## src/rtl/addr_map_decoder.sv

```systemverilog
module addr_map_decoder #(
  parameter logic [31:0] CTRL_BASE = 32'h3F20_0000,
  parameter logic [31:0] CTRL_SPAN = 32'h0010_0000,
  parameter logic [31:0] REG_OFS   = 32'h0000_00E0,
  parameter logic [31:0] RAM_BASE  = 32'h3F80_0000,
  parameter logic [31:0] RAM_SPAN  = 32'h0010_0000,
  parameter logic [31:0] RAM2_BASE = 32'h3F40_0000,
  parameter logic [31:0] RAM2_SPAN = 32'h0010_0000,
  parameter logic [31:0] IRQ_BASE  = 32'h3F10_0000,
  parameter logic [31:0] IRQ_SPAN  = 32'h0000_1000,
  parameter logic [31:0] TRC_BASE  = 32'h3F00_0000,
  parameter logic [31:0] TRC_SPAN  = 32'h0000_1000,
  parameter logic [31:0] SPR_BASE  = 32'h3F30_0000,
  parameter logic [31:0] SPR_SPAN  = 32'h0001_0000,
  parameter logic [7:0]  RST_CFG   = 8'h00
) (
  input  logic        clk,
  input  logic        rst_n,
  input  logic        req_valid,
  input  logic [31:0] req_addr,
  output logic        tgt_valid,
  output logic [6:0]  tgt_sel,
  input  logic        cfg_wr,
  input  logic [31:0] cfg_addr,
  input  logic [31:0] cfg_wdata,
  output logic [31:0] cfg_rdata
);
  localparam int unsigned NWIN = 6;
  localparam int unsigned EXT  = NWIN;
  localparam logic [31:0] WIN_BASE [0:NWIN-1] =
    '{CTRL_BASE, RAM_BASE, RAM2_BASE, IRQ_BASE, TRC_BASE, SPR_BASE};
  localparam logic [31:0] WIN_SPAN [0:NWIN-1] =
    '{CTRL_SPAN, RAM_SPAN, RAM2_SPAN, IRQ_SPAN, TRC_SPAN, SPR_SPAN};
  localparam int unsigned DIS_BIT [0:NWIN-1] = '{4, 7, 2, 3, 6, 1};
  localparam logic [31:0] REG_ADDR = CTRL_BASE + REG_OFS;
  localparam logic [7:0]  CFG_INIT = RST_CFG & 8'hDF;

  logic [7:0]      cfg_q;
  logic [NWIN-1:0] hit;
  logic            alias_hit, ctrl_live, reg_hit;
  logic [6:0]      sel_d;

  genvar g;
  generate
    for (g = 0; g < NWIN; g++) begin : g_win
      assign hit[g] = ((req_addr & ~(WIN_SPAN[g] - 32'd1)) == WIN_BASE[g])
                      && !cfg_q[DIS_BIT[g]];
    end
  endgenerate

  assign alias_hit = cfg_q[0] && (req_addr < RAM_SPAN);
  assign ctrl_live = !cfg_q[4];
  assign reg_hit   = (cfg_addr == REG_ADDR);
  assign cfg_rdata = (reg_hit && ctrl_live) ? {24'd0, cfg_q} : 32'd0;

  always_comb begin
    sel_d = '0;
    if (alias_hit) begin
      sel_d[1] = 1'b1;
    end else begin
      for (int i = NWIN - 1; i >= 0; i--)
        if (hit[i]) sel_d = 7'(1) << i;
      if (hit == '0) sel_d[EXT] = 1'b1;
    end
  end

  always_ff @(posedge clk or negedge rst_n) begin
    if (!rst_n) begin
      cfg_q     <= CFG_INIT;
      tgt_valid <= 1'b0;
      tgt_sel   <= '0;
    end else begin
      if (cfg_wr && reg_hit && ctrl_live) cfg_q <= cfg_wdata[7:0];
      tgt_valid <= req_valid;
      tgt_sel   <= req_valid ? sel_d : '0;
    end
  end
endmodule


```

## config.mk

```make
export PLATFORM = sky130hd
export DESIGN_NAME = addr_map_decoder
export DESIGN_NICKNAME = d
export VERILOG_FILES = /design/src/rtl/addr_map_decoder.sv
export SDC_FILE = /design/constraint.sdc
export NUM_CORES = 1
export LEC_CHECK = 0
export ABC_AREA = 1
export CAP_MARGIN = 20
export CORE_ASPECT_RATIO = 1.1
export CORE_MARGIN = 2
export CORE_UTILIZATION = 24
export DETAILED_ROUTE_END_ITERATION = 7
export GPL_ROUTABILITY_DRIVEN = 1
export PLACE_DENSITY_LB_ADDON = 0.1
export SLEW_MARGIN = 10
export SYNTH_ARGS = -nofsm -noshare
export SYNTH_HDL_FRONTEND = slang
export SYNTH_SLANG_ARGS = --single-unit
```

## constraint.sdc

```tcl
create_clock -name clk -period 1.2 [get_ports clk]
set_input_delay 0.24 -clock clk [delete_from_list [all_inputs] [get_ports clk]]
set_output_delay 0.24 -clock clk [all_outputs]
set_load 0.01 [all_outputs]
```

Word level (Yosys, flattened, before mapping)
Cells that the tools add are included.
W data, S select, Z words.
{ "totals": {"regBits": 16, "input_bits": 100, "out_inout_bits": 40} }
{ "op_classes": {"n_lt_le_gt_ge": 1, "n_eq_ne": 7, "muxes": 12, "reduce_logical": 17} }
{ "op_table": {"columns": ["operator", "n"], "rows": [
  ["$eq A20 B18 Y1 const B", 2],
  ["$eq A12 B10 Y1 const B", 3],
  ["$eq A32 B30 Y1 const B", 1],
  ["$lt A32 B21 Y1 const B", 1],
  ["$mux W7", 4],
  ["$mux W6", 3],
  ["$eq A16 B14 Y1 const B", 1],
  ["$logic_and A1 B1 Y1", 10],
  ["$mux W8", 1],
  ["$logic_not A1 Y1", 6],
  ["$logic_not A6 Y1", 1],
  ["$mux W5", 1],
  ["$mux W1", 3]
]} }

Depth between registers and ports, before layout
{ "logic_depth": {"word_depth": 11, "ltp_mapped": 9, "ltp_nobuf": 9} }

Worst setup path before layout
No wires, ideal clock.
{ "synth_path": {"path_kind": "register -> output", "startpoint": "register cfg_q[4]", "endpoint": "output port cfg_rdata[0]", "arrival_ns": 1.098, "setup_slack_ns": -0.138, "path_stages_with_launch": 6, "n_path_buf": 0, "path_cell_list": "dfrtp_1 > nor2_1 > nand4_1 > nor2_4 > nand2_4 > nor2_1"} }
{ "synth_between": {"elab_chain_len": 3} }
{ "synth_rtl": {"columns": ["item", "line", "rtl"], "rows": [
  ["from (decl)", "38", "logic [7:0] cfg_q;"],
  ["from (signal assigned)", "73", "if (cfg_wr && reg_hit && ctrl_live) cfg_q <= cfg_wdata[7:0];"],
  ["$logic_not A1 Y1", "52", "assign ctrl_live = !cfg_q[4];"],
  ["$logic_and A1 B1 Y1", "54", "assign cfg_rdata = (reg_hit && ctrl_live) ? {24'd0, cfg_q} : 32'd0;"],
  ["$mux W8", "54", null],
  ["to (decl)", "26", "output logic [31:0] cfg_rdata"]
]} }
No other way between the ends.

Worst setup path in the final report
{ "layout_path": {"startpoint": "register cfg_q[4]", "endpoint": "output port cfg_rdata[2]"} }
The elaborated chain is that of the path after synthesis.

==> flow_summary.yaml <==
synth:
  syn_inst: 173
  synthFlopType: "dfrtp_1"
  synthArstFlopShare_pct: 100
  seq_area_frac_synth_pct: 33.3
  avgSynthCellArea_um2: 6.96
  ys_ff_latch: 16
  ys_warn_count: 0
  synthesis.area_um2: 1200
  synth_edf_count: 0
  ys_types: 23
global_route:
  grt_max_degree: 17
  grt_pass1_vias: 1228
  grt_pass1_wl_um: 5340
  grt_usage_pct: 12.1
  grt_overflow_total: 0
  antenna_found_initial: 0
floorplanning:
  die_x_um: 71.5
  row_count: 27
  dieHeight_um: 78.3
  initial_core_util_pct: 24.4
  pin_count: 140
  core_area_um2: 4930
  dieArea_um2: 5600
cts:
  insertion_delay_ns: 0.26
  cts-root-buf: "clkbuf_8"
  clock-sinks: 16
  postCtsHoldBufs: 0
  cts_tree: "yes"
  htreeDepth: 1
  cts.reportedPaths.clkPinSlew_ns: 0.07
  clockBufferDepth: 2
  cts_made_buffers: 3
detailed_routing:
  drc: 0
  drt-pass1-iter-count: 4
  first_iter_violations: 29
  num_vias: 1345
  vias_per_cell: 4.03
  postRouteAntennaNets: 0
  post_drt_wl_per_cell_um: 9.87
  wirelength_um: 3300
sta:
  fin_crit_ns: 1.65
  maxSlewViolCount: 0
  timing.final.crit_share_pct: 138
  holdWs_ns: 0.303
  skew_ns: 0.00120
  rsz0062_at_grt: "yes"
  hold_viol_final: 0
  setup_viol: 17
  fmax_mhz: 606
  fin_ws_ns: -0.450
finish:
  fill_cells: 535
  multiInputGateArea_um2: 762
  seqCellArea_um2: 400
  antenna_cells: 0
  nets: 377
  drive_gt1_share_pct: 26.4
  synthToLayoutAreaGrowth_pct: 88.1
  fin_area_um2: 2260
place:
  port_buffers: 78
  globalplace.congestion: 0.826
  postPlaceCellArea_um2: 2100
  post-dp-hpwl_um: 2750
min_path:
  min_path_type: "input pin to asynchronous set/reset pin"
flow_run:
  cap_viol_max_count: 0
power:
  vdd_ir_drop_max_v: 0.000317
  p_total_w: 0.00137
  power_density_nw_per_um2: 603
  leakage_nw: 1.16
worst_setup_path:
  start_kind: "flip-flop"
  ff2ff_path_depth: 8
  cpMaxStageDelayCell: "dfrtp_1"
  path_max_fanout: 7
  path_cells: "nor2_2 -> nand4_1 -> nor2_4 -> nand2_8 -> nor2_1 -> buf_2"
  worst_setup_path_end_kind: "primary output"
  cp_slowest_stage_delay_ns: 0.39
  reg2reg_slack_ns: -0.22
  critPathKind: "flip-flop to primary output"
  timing.rr.end: "cfg_q[0]"
  r2r-start: "cfg_q[4]"
  arrival_ns: 1.41
  worstPathRequired_ns: 0.96
run_status:
  status: "finished with violations"
  violations: "negative setup slack"
power breakdown:
part,internal (W),switching (W)
clock network,0.000292,0.000209
logic,0.000187,0.000134
registers,0.000543,0.000000537
through the flow:
step	setup WS, ns	setup TNS [ns]	std cells	utilization [%]
after floorplan	-0.138	-0.967	197	-
after global placement	-0.959	-12.71	326	42.5
after detailed placement	-0.957	-12.72	326	42.5
after CTS	-0.489	-6.43	334	44.8
after global routing	-0.565	-6.58	334	45.9
final	-0.450	-4.70	334	45.9
cell usage in the layout, fill, tap and decap left out:
cell type / Yosys / routed
nand3_4: 1 / 2
buf_4: 25 / 21
buf_2: 0 / 4
and3_1: 1 / 1
nand2_8: 0 / 1
nor2_8: 1 / 1
a21oi_2: 1 / 1
a21oi_1: 1 / 1
nor2_2: 3 / 10
nor4_1: 1 / 1
inv_1: 17 / 14
o21ai_2: 0 / 1
dlygate4sd2_1: 0 / 38
or2_1: 1 / 1
nand2_2: 1 / 7
nor3_1: 2 / 2
dlymetal6s2s_1: 0 / 4
clkdlybuf4s50_1: 0 / 29
conb_1: 1 / 25
clkbuf_8: 0 / 4
nand3_1: 12 / 5
nand2_1: 32 / 26
nor2_1: 42 / 30
nor2_4: 1 / 6
buf_6: 0 / 4
nand4_1: 10 / 10
buf_8: 0 / 1
dfrtp_1: 16 / 16
nand3_2: 1 / 7
inv_2: 0 / 3
cell families (layout without fill, tap and decap cells):
logic type / Yosys count / in the layout / share of synthesized area (%)
AND/OR/NAND/NOR: 110 / 110 / 43.6
other: 1 / 25 / 0.312
flip-flops: 16 / 16 / 33.3
buffers and inverters: 43 / 122 / 21.3
AO/OA/AOI/OAI: 3 / 3 / 1.56
per-layer routing:
metal	global-route usage (%)	up-vias	share of wire, %
met5	0	-	0
met3	3.72	4	7.7
met2	21.6	52	52
li1	-	702	-
met4	3.96	0	1.4
met1	13.4	587	39
what timing repair did:
item / CTS / global route
pin swaps: 35 / 12
resized for setup: 94 / 21
buffers inserted: 6 / 3
endpoints found under the setup margin: 30 / 22
cells in the mapped netlist (2+ instances only):
| library cell | instances | share of area [%] |
|---|---|---|
| nor3_1 | 2 | 0.83 |
| nor2_2 | 3 | 1.6 |
| buf_4 | 25 | 16 |
| nand4_1 | 10 | 5.2 |
| nand3_1 | 12 | 5.0 |
| inv_1 | 17 | 5.3 |
| nor2_1 | 42 | 13 |
| nand2_1 | 32 | 10 |
| dfrtp_1 | 16 | 33 |
layout make-up:
| class | count | area share (%) |
|---|---|---|
| clock buffers | 4 | 2.43 |
| inverters | 17 | 2.82 |
| repair buffers | 101 | 40.2 |
| multi-input cells | 138 | 33.6 |
| well taps | 58 | 3.20 |
| flip-flops and latches | 16 | 17.7 |
state kept, by name, indices dropped and copies added (netlist names):
name / cells
tgt_valid: 1
cfg_q: 8
tgt_sel: 7
worst max-delay path: cells and delay by family, from the launching register on:
family / cells / cell delay [ns]
DFF: 1 / 0.39
buffers and inverters: 1 / 0.14
and+or+nand+nor: 5 / 0.63
how the worst max path moves through the flow:
stage	startpoint	endpoint	slack, ns	cells past startpoint
final	cfg_q[4]	cfg_rdata[2]	-0.45	6
after global placement	cfg_addr[21]	cfg_rdata[1]	-0.96	10
after CTS	cfg_q[4]	cfg_rdata[2]	-0.49	6
after floorplan	cfg_q[4]	cfg_rdata[0]	-0.14	5
after detailed placement	cfg_addr[24]	cfg_rdata[3]	-0.96	10
after global routing	cfg_q[4]	cfg_rdata[2]	-0.56	6
(Power assumes the default switching activity.)
